===== config.mk =====
export PLATFORM = sky130hd
export DESIGN_NAME = irq_agg
export DESIGN_NICKNAME = d
export VERILOG_FILES = /design/src/rtl/irq_agg_pkg.sv /design/src/rtl/irq_agg_edge_det.sv /design/src/rtl/irq_agg_slot.sv /design/src/rtl/irq_agg_regs.sv /design/src/rtl/irq_agg_line.sv /design/src/rtl/irq_agg.sv
export SDC_FILE = /design/constraint.sdc
export NUM_CORES = 1
export LEC_CHECK = 0
export ABC_AREA = 1
export BUFFER_PORTS_ARGS = -buffer_cell sky130_fd_sc_hd__buf_2
export CORE_MARGIN = 2
export CORE_UTILIZATION = 32
export CTS_CLUSTER_DIAMETER = 80
export DETAILED_ROUTE_END_ITERATION = 8
export SLEW_MARGIN = 0
export SYNTH_ARGS = -nofsm -noshare
export SYNTH_HDL_FRONTEND = slang
export SYNTH_SLANG_ARGS = --single-unit
export TNS_END_PERCENT = 100

===== constraint.sdc =====
create_clock -name clk -period 5.3 [get_ports clk]
set_input_delay 0.53 -clock clk [delete_from_list [all_inputs] [get_ports clk]]
set_output_delay 0.53 -clock clk [all_outputs]
set_load 0.02 [all_outputs]

===== src/rtl/irq_agg_pkg.sv =====
package irq_agg_pkg;

  typedef enum logic [1:0] {
    A_MASK  = 2'd0,
    A_EN    = 2'd1,
    A_IDENT = 2'd2,
    A_MCTL  = 2'd3
  } reg_addr_e;

  // Occupancy of one identity bit: 0 empty, 1 visible, 2 visible plus queued.
  // A clear removes one event only when one is visible; a new event adds one,
  // saturating at two.
  function automatic logic [1:0] slot_next(input logic [1:0] cnt,
                                           input logic clr,
                                           input logic ev);
    logic [2:0] t;
    t = {1'b0, cnt};
    if (clr && (cnt != 2'd0)) t = t - 3'd1;
    if (ev) t = t + 3'd1;
    if (t > 3'd2) t = 3'd2;
    return t[1:0];
  endfunction

endpackage


===== src/rtl/irq_agg_edge_det.sv =====
module irq_agg_edge_det #(
  parameter int W = 32
) (
  input  logic         clk,
  input  logic         rst_n,
  input  logic [W-1:0] lvl_i,
  output logic [W-1:0] rise_o
);
  logic [W-1:0] lvl_d;

  always_ff @(posedge clk or negedge rst_n) begin
    if (!rst_n) lvl_d <= '0;
    else        lvl_d <= lvl_i;
  end

  assign rise_o = lvl_i & ~lvl_d;
endmodule


===== src/rtl/irq_agg_slot.sv =====
module irq_agg_slot
  import irq_agg_pkg::*;
(
  input  logic clk,
  input  logic rst_n,
  input  logic ev_i,
  input  logic clr_i,
  output logic vis_o,
  output logic queued_o
);
  logic [1:0] cnt_q;

  always_ff @(posedge clk or negedge rst_n) begin
    if (!rst_n) cnt_q <= 2'd0;
    else        cnt_q <= slot_next(cnt_q, clr_i, ev_i);
  end

  assign vis_o    = (cnt_q != 2'd0);
  assign queued_o = (cnt_q == 2'd2);
endmodule


===== src/rtl/irq_agg_regs.sv =====
module irq_agg_regs
  import irq_agg_pkg::*;
#(
  parameter int NUM_SRC = 32,
  parameter int NUM_SUB = 4,
  parameter int DATA_W  = 32
) (
  input  logic               clk,
  input  logic               rst_n,
  input  logic               we_i,
  input  logic [1:0]         addr_i,
  input  logic [DATA_W-1:0]  wdata_i,
  input  logic [NUM_SRC-1:0] ident_i,
  input  logic [NUM_SUB-1:0] sub_i,
  input  logic               own_pend_i,
  output logic [DATA_W-1:0]  rdata_o,
  output logic [NUM_SRC-1:0] mask_o,
  output logic [NUM_SRC-1:0] en_o,
  output logic               master_o,
  output logic [NUM_SRC-1:0] clr_o
);
  localparam int MBIT = DATA_W - 1;
  localparam int PBIT = DATA_W - 2;

  logic [NUM_SRC-1:0] mask_q, en_q;
  logic               master_q;
  reg_addr_e          a;

  assign a = reg_addr_e'(addr_i);

  always_ff @(posedge clk or negedge rst_n) begin
    if (!rst_n) begin
      mask_q   <= '1;
      en_q     <= '0;
      master_q <= 1'b0;
    end else if (we_i) begin
      case (a)
        A_MASK:  mask_q   <= wdata_i[NUM_SRC-1:0];
        A_EN:    en_q     <= wdata_i[NUM_SRC-1:0];
        A_MCTL:  master_q <= wdata_i[MBIT];
        default: ;
      endcase
    end
  end

  assign clr_o = (we_i && a == A_IDENT) ? wdata_i[NUM_SRC-1:0] : '0;

  always_comb begin
    rdata_o = '0;
    case (a)
      A_MASK:  rdata_o = DATA_W'(mask_q);
      A_EN:    rdata_o = DATA_W'(en_q);
      A_IDENT: rdata_o = DATA_W'(ident_i);
      default: begin
        rdata_o[NUM_SUB-1:0] = sub_i;
        rdata_o[PBIT]        = own_pend_i;
        rdata_o[MBIT]        = master_q;
      end
    endcase
  end

  assign mask_o   = mask_q;
  assign en_o     = en_q;
  assign master_o = master_q;
endmodule


===== src/rtl/irq_agg_line.sv =====
module irq_agg_line (
  input  logic clk,
  input  logic rst_n,
  input  logic master_i,
  input  logic cond_i,
  output logic gated_o,
  output logic irq_o
);
  logic gated_d, irq_q;

  assign gated_o = master_i & cond_i;

  always_ff @(posedge clk or negedge rst_n) begin
    if (!rst_n) begin
      gated_d <= 1'b0;
      irq_q   <= 1'b0;
    end else begin
      gated_d <= gated_o;
      if (gated_o && !gated_d) irq_q <= 1'b1;
      else if (!master_i)      irq_q <= 1'b0;
    end
  end

  assign irq_o = irq_q;
endmodule


===== src/rtl/irq_agg.sv =====
module irq_agg #(
  parameter int NUM_SRC = 32,
  parameter int NUM_SUB = 4,
  parameter int DATA_W  = 32
) (
  input  logic               clk,
  input  logic               rst_n,
  input  logic [NUM_SRC-1:0] evt_i,
  input  logic [NUM_SUB-1:0] sub_pend_i,
  input  logic               reg_we_i,
  input  logic [1:0]         reg_addr_i,
  input  logic [DATA_W-1:0]  reg_wdata_i,
  output logic [DATA_W-1:0]  reg_rdata_o,
  output logic               cpu_irq_o
);
  logic [NUM_SRC-1:0] ev_pulse, latch_ev, clr_vec;
  logic [NUM_SRC-1:0] ident_vis, ident_q, mask_q, en_q;
  logic               master_en, own_pend, cond_raw, cond_gated;

  irq_agg_edge_det #(.W(NUM_SRC)) edge_i (
    .clk(clk), .rst_n(rst_n), .lvl_i(evt_i), .rise_o(ev_pulse)
  );

  assign latch_ev = ev_pulse & en_q;

  for (genvar i = 0; i < NUM_SRC; i++) begin : g_slot
    irq_agg_slot slot_i (
      .clk(clk), .rst_n(rst_n),
      .ev_i(latch_ev[i]), .clr_i(clr_vec[i]),
      .vis_o(ident_vis[i]), .queued_o(ident_q[i])
    );
  end

  assign own_pend = |(ident_vis & ~mask_q);
  assign cond_raw = own_pend | (|sub_pend_i);

  irq_agg_regs #(.NUM_SRC(NUM_SRC), .NUM_SUB(NUM_SUB), .DATA_W(DATA_W)) regs_i (
    .clk(clk), .rst_n(rst_n),
    .we_i(reg_we_i), .addr_i(reg_addr_i), .wdata_i(reg_wdata_i),
    .ident_i(ident_vis), .sub_i(sub_pend_i), .own_pend_i(own_pend),
    .rdata_o(reg_rdata_o), .mask_o(mask_q), .en_o(en_q),
    .master_o(master_en), .clr_o(clr_vec)
  );

  irq_agg_line line_i (
    .clk(clk), .rst_n(rst_n), .master_i(master_en), .cond_i(cond_raw),
    .gated_o(cond_gated), .irq_o(cpu_irq_o)
  );
endmodule


==> results.py, run 1 <==
metrics = {
    "floorplan": {
        "num_rows": 68,
        "core_region_area_um2": 34630,
        "die_h_um": 191.7,
        "start_util_pct": 32.54,
        "die_area_um2": 36730,
        "chipWidth_um": 191.7,
        "ioPinCount": 106,
    },
    "worst_setup_path": {
        "cp_max_fo": 22,
        "cpMaxStageDelayCell": "inv_1",
        "crit_buf_inv": 4,
        "critical_path.cell_chain": "buf_2 -> nor2_2 -> buf_4 -> inv_1 -> o221ai_1 -> buf_2",
        "cp.required_ns": 4.77,
        "crit_path_end_kind": "output pin",
        "critPathKind": "in -> out",
        "cp-start-kind": "input pin",
        "critPathMaxStageDelay_ns": 0.82,
        "cpLargestDelayFamily": "buffers and inverters",
        "cp.arrival_ns": 2.39,
        "path_common_cell": "buf_2",
    },
    "cts": {
        "htreeDepth": 4,
        "cts_tree": "built",
        "cts_setup_buffers": 0,
        "clock_latency_ns": 0.44,
        "cts-root-buf": "clkbuf_16",
        "cts_resized": 0,
        "cts_buffers": 17,
        "path_clk_slew_ns": 0.06,
        "numClockSinks": 163,
        "cts_buffer_depth": 2,
        "holdBufCountCts": 0,
    },
    "power_and_ir_drop": {
        "total_power_uw": 5258,
        "vdd_ir_drop_max_v": 0.0002009,
        "p_leak_uw": 0.006740,
        "power_density_nw_per_um2": 408.0,
    },
    "cells_and_area": {
        "area_delta_synth_final_pct": 14.35,
        "nFillCells": 3631,
        "multi_input_area_um2": 5856,
        "drive_gt1_share_pct": 16.33,
        "fin_util_pct": 37.21,
        "finalNetCount": 1809,
        "seq_area_um2": 4119,
        "final_area_um2": 12880,
    },
    "hold_path": {
        "min_path_type": "in -> async",
    },
    "timing": {
        "fin_crit_sh_pct": 55.01,
        "fmax_ghz": 0.3430,
        "rsz0062_at_grt": "no",
        "hold_violations": 0,
        "setup_viol": 0,
        "min_period_ns": 2.915,
        "finClkSkew_ns": 0.01133,
        "final.setup.tns_ns": 0,
        "slew_headroom_pct": 26.63,
        "whs_ns": 0.1820,
        "drv_slew": 0,
        "tightest_slew_ns": 1.099,
    },
    "job": {
        "maxCapViolCount": 0,
    },
    "yosys": {
        "synth_largest_area_cell": "dfrtp_1",
        "syn_area_um2": 11270,
        "ys_ff_latch": 163,
        "netlist_instances": 1536,
        "netlist_top_cells_area": "dfrtp_1 (29%), nand2_1 (18%), ha_1 (11%)",
        "synth_cell_type_count": 26,
        "syn_avg_cell_area_um2": 7.336,
        "seq_area_frac_synth_pct": 36.55,
        "synth_top_area_share_pct": 29.09,
        "ys_warn_count": 0,
        "syn-num-nets": 1705,
    },
    "drt": {
        "drtPass1Iterations": 6,
        "vias": 9553,
        "drc": 0,
        "wl_per_cell_um": 12.48,
        "drt-total-wl_um": 26330,
        "ant_nets": 0,
        "vias_per_cell": 4.530,
        "drt_iter0_drc": 391,
    },
    "placement": {
        "numPortBuffers": 105,
        "dp_hpwl_um": 19440,
        "place_area_um2": 12280,
        "gp_congestion": 0.8519,
    },
    "outcome": {
        "status": "complete, no violations",
    },
    "global_route": {
        "overflow": 0,
        "grt_usage_pct": 15.08,
        "grt_max_degree": 91,
        "grt_pass1_vias": 9116,
        "antenna_found_initial": 1,
        "grt_pass1_wl_um": 43730,
    },
}
[path summary, 6_finish.rpt]
kind	start	endpoint	slack, ns	cells after the start
max	reg_addr_i[1]	reg_rdata_o[4]	2.38	6
min	rst_n	g_slot[15].slot_i.cnt_q[0]	0.18	1
max reg2reg	g_slot[16].slot_i.cnt_q[0]	g_slot[16].slot_i.cnt_q[0]	3.44	14
min reg2reg	line_i.irq_o	line_i.irq_o	0.48	2
max in group asynchronous	rst_n	g_slot[28].slot_i.cnt_q[0]	3.85	2
min in group clk	evt_i[27]	edge_i.lvl_d[27]	0.20	1
[Yosys cell counts]
cell type	n
a221oi_1	1
nand3_2	1
nand4_1	30
inv_2	30
inv_1	266
dfrtp_1	131
nand4_2	9
inv_4	1
buf_2	3
clkinv_1	10
nand3_1	89
nor2_1	76
nand3b_1	23
buf_12	3
nand3_4	30
o2111ai_1	5
nor2_2	22
dfstp_2	32
nand2_1	537
o21ai_1	23
o211ai_1	4
nor4_1	1
clkbuf_1	21
o21ai_0	70
ha_1	96
o221ai_1	22
[logic make-up (layout without fill, tap and decap cells)]
kind of cell,count (synthesis),after routing,share of synthesized area [%]
fa+ha+maj,96,96,10.66
simple gates,818,818,34.60
other cells,0,1,0
flops,163,163,36.55
buf+inv,334,451,11.61
compound gates,125,125,6.573
[where the power goes]
group	switching, µW	total, µW	internal [µW]
Sequential	173	1730	1560
Combinational	1450	2230	783
Clock	527	1290	765
[cell type report]
cell class,count,share of cell area (%)
Timing Repair Buffer,112,4.535
Clock inverter,10,1.049
Inverter,307,8.963
Sequential cell,163,31.97
Clock buffer,22,3.603
Tap cell,455,4.418
Antenna cell,1,0.01942
Multi-Input combinational cell,1039,45.45
[flip-flops by register name (all words and copies together), names as in the netlist]
| name | count |
|---|---|
| regs_i.en_o | 32 |
| edge_i.lvl_d | 32 |
| regs_i.mask_o | 32 |
| regs_i.master_o | 1 |
| g_slot.slot_i.cnt_q | 64 |
| line_i.irq_o | 1 |
| line_i.gated_d | 1 |
[through the flow]
step,setup WS [ns],instances
final,2.385,2109
after global routing,2.348,2109
after CTS,2.366,2108
after detailed placement,2.234,2076
after global placement,2.291,2076
after floorplan,3.340,1536
[layer usage]
metal	GRT usage [%]	wire, µm	share of wire, %	up-vias
met1	19.97	12670	48	4387
met5	0	0	0	-
met2	24.85	12470	47	120
met4	5.000	375	1.4	0
li1	-	-	-	5028
met3	2.631	820	3.1	18
[layout by cell type, fill, tap and decap left out, types with 2 or more instances in the layout]
master	n
nand2_1	534
nand3b_1	23
dfrtp_1	131
nand4_1	30
nor2_1	75
o21ai_0	70
nand3_1	89
clkbuf_16	17
nand2_2	3
o21ai_1	23
nand3_4	30
clkbuf_1	3
inv_2	30
clkinv_2	4
o211ai_1	4
bufinv_16	3
nor2_2	22
o2111ai_1	5
o221ai_1	22
inv_1	266
dfstp_2	32
clkinv_1	10
buf_4	7
nand4_2	9
ha_1	96
buf_2	104
clkinv_4	2
clkbuf_8	2
Note: power is estimated with default switching activity, not from simulation.
==> inputs of run 2 (changes only) <==
==> constraint.sdc (replaced) <==
create_clock -name clk -period 2.6 [get_ports clk]
set_input_delay 0.26 -clock clk [delete_from_list [all_inputs] [get_ports clk]]
set_output_delay 0.26 -clock clk [all_outputs]
set_load 0.02 [all_outputs]
==> run 2 against run 1 <==
Against the previous run:
- hold slack worse by 0.085 ns
- core utilization up 1.3 points
- sequential share of layout area down 1.1 points
- clock power up 100%
- sequential cell count unchanged
- critical endpoint is now reg_rdata_o[30]
- highest routed layer is now met5
==> results.py, run 2 (synthesized netlist as in run 1, its figures left out) <==
metrics = {
    "worst_setup_path": {
        "critical_path.cell_chain": "inv_2 -> ha_1 -> inv_1 -> nand2_1 -> o21ai_1 -> nor2_2 -> nand2_1 -> nor2_2 -> nand2_1 -> nand2_1 -> nand2_1 -> buf_2",
        "cp.arrival_ns": 2.16,
        "critPathMaxStageDelay_ns": 0.39,
        "cpMaxStageDelayCell": "dfrtp_1",
        "crit_path_end_kind": "output pin",
        "cp.required_ns": 2.34,
        "cp-startpoint": "g_slot[15].slot_i.cnt_q[0]",
        "cpLargestDelayFamily": "simple AND/OR/NAND/NOR gates",
        "critPathKind": "reg -> out",
        "path_common_cell": "nand2_1",
        "rr_startpoint": "g_slot[14].slot_i.cnt_q[0]",
        "cp-start-kind": "flip-flop",
        "reg2reg_slack_ns": 0.68,
        "crit_buf_inv": 3,
        "cp_max_fo": 3,
    },
    "floorplan": {
        "ioPinCount": 106,
        "core_region_area_um2": 34630,
        "die_h_um": 191.7,
        "die_area_um2": 36730,
        "num_rows": 68,
        "start_util_pct": 32.54,
        "chipWidth_um": 191.7,
    },
    "cells_and_area": {
        "fin_util_pct": 38.53,
        "largest-register": "g_slot.slot_i.cnt_q",
        "area_delta_synth_final_pct": 18.40,
        "drive_gt1_share_pct": 17.14,
        "mostFrequentLayoutCells": "nand2_1 (533), inv_1 (264), dfrtp_1 (131), buf_2 (104), ha_1 (96)",
        "finalNetCount": 1854,
        "mostFrequentLayoutCell": "nand2_1",
        "largest_register_ffs": 64,
    },
    "drt": {
        "wl_per_cell_um": 12.54,
        "drt-total-wl_um": 27030,
        "drtPass1Iterations": 5,
        "vias_per_cell": 4.552,
        "drt_iter0_drc": 531,
        "drc": 0,
        "vias": 9809,
        "ant_nets": 0,
    },
    "cts": {
        "path_clk_slew_ns": 0.07,
        "clock_latency_ns": 0.44,
        "cts-root-buf": "clkbuf_16",
        "cts_buffers": 17,
        "htreeDepth": 4,
        "cts_setup_buffers": 0,
        "numClockSinks": 163,
        "cts_tree": "built",
        "cts_buffer_depth": 2,
    },
    "placement": {
        "pre_cts_ws_ns": 0.3156,
        "dp_hpwl_um": 20640,
        "gp_congestion": 0.8392,
        "numPortBuffers": 105,
    },
    "power_and_ir_drop": {
        "vdd_ir_drop_max_v": 0.0004972,
        "power_density_nw_per_um2": 808.6,
        "p_leak_uw": 0.006940,
    },
    "global_route": {
        "grt_usage_pct": 15.34,
        "overflow": 0,
        "grt_pass1_wl_um": 44640,
        "grt_max_degree": 59,
        "antenna_found_initial": 3,
        "grt_pass1_vias": 9332,
    },
    "timing": {
        "fmax_ghz": 0.4133,
        "tightest_slew_ns": 0.9577,
        "drv_slew": 0,
        "final.setup.tns_ns": 0,
        "rsz0062_at_grt": "no",
        "slew_headroom_pct": 36.08,
        "min_period_ns": 2.420,
        "hold_violations": 0,
        "worst_slack_ns": 0.1802,
        "setup_viol": 0,
        "finClkSkew_ns": 0.01763,
        "fin_crit_sh_pct": 93.07,
    },
    "job": {
        "maxCapViolCount": 0,
    },
    "outcome": {
        "status": "complete, no violations",
    },
    "hold_path": {
        "min_path_type": "in -> reg",
        "min-delay-start": "reg_wdata_i[26]",
    },
}
-- run 2: changes by cell type in the layout (fill, tap and decap cells not counted), moves of 2 or more --
cell | before | now
dlygate4sd3_1 | 0 | 33
inv_8 | 0 | 2
buf_4 | 7 | 17
clkbuf_1 | 3 | 0
clkinv_2 | 4 | 1
clkinv_4 | 2 | 4
nor2_1 | 75 | 72
clkbuf_8 | 2 | 0
inv_6 | 0 | 4
nor2_2 | 22 | 25
inv_2 | 30 | 32
buf_12 | 0 | 2
inv_1 | 266 | 264
-- run 2: area by class of cell --
class / instances / area (µm²)
diodes: 2 / 5.005
clock buffers: 17 / 425.4
clock inverters: 15 / 172.7
fillers: 3612 / 21290
inverters: 307 / 1155
multi-input cells: 1039 / 5866
flip-flops and latches: 163 / 4119
well taps: 455 / 569.3
repair buffers: 157 / 1030
-- run 2: worst min-delay path, delay by kind of cell --
kind	cells	cell delay (ns)
AO/OA/AOI/OAI	1	0.08
buffers and inverters	2	0.17
-- run 2: repair_timing --
action / CTS / global route
hold buffers: 33 / 0
setup endpoints to repair: 0 / 1
gates resized for setup: 0 / 7
hold endpoints to repair: 61 / 0
-- run 2: stage by stage --
stage	instances	instance area, µm²	hold slack, ns	total power, µW
floorplan	1536	11270	-0.03559	6994
global placement	2088	12400	0.2099	8016
detailed placement	2088	12400	0.2097	8191
CTS	2153	13330	0.06382	10950
global route	2155	13340	0.09563	11890
finish	2155	13340	0.09658	10790
-- run 2: per-layer routing --
| metal | part of all wire, % | GRT usage [%] | up-vias |
|---|---|---|---|
| li1 | - | - | 5114 |
| met1 | 48 | 20.19 | 4498 |
| met2 | 47 | 25.70 | 161 |
| met3 | 3.4 | 2.357 | 34 |
| met4 | 2.0 | 5.059 | 2 |
| met5 | 0.048 | 0 | - |
-- run 2: worst paths after layout --
path | to | cells after the start
worst max-delay path | reg_rdata_o[30] | 12
min in group asynchronous | regs_i.en_o[15] | 2
worst min-delay path | regs_i.mask_o[26] | 3
worst max register to register | g_slot[14].slot_i.cnt_q[0] | 15
max in group asynchronous | regs_i.mask_o[1] | 3
worst min register to register | line_i.irq_o | 2
-- run 2: report_power, final --
| part | total [µW] | internal (µW) | switching (µW) |
|---|---|---|---|
| Combinational | 4640 | 1650 | 3000 |
| Clock | 2610 | 1440 | 1170 |
| Sequential | 3530 | 3180 | 353 |
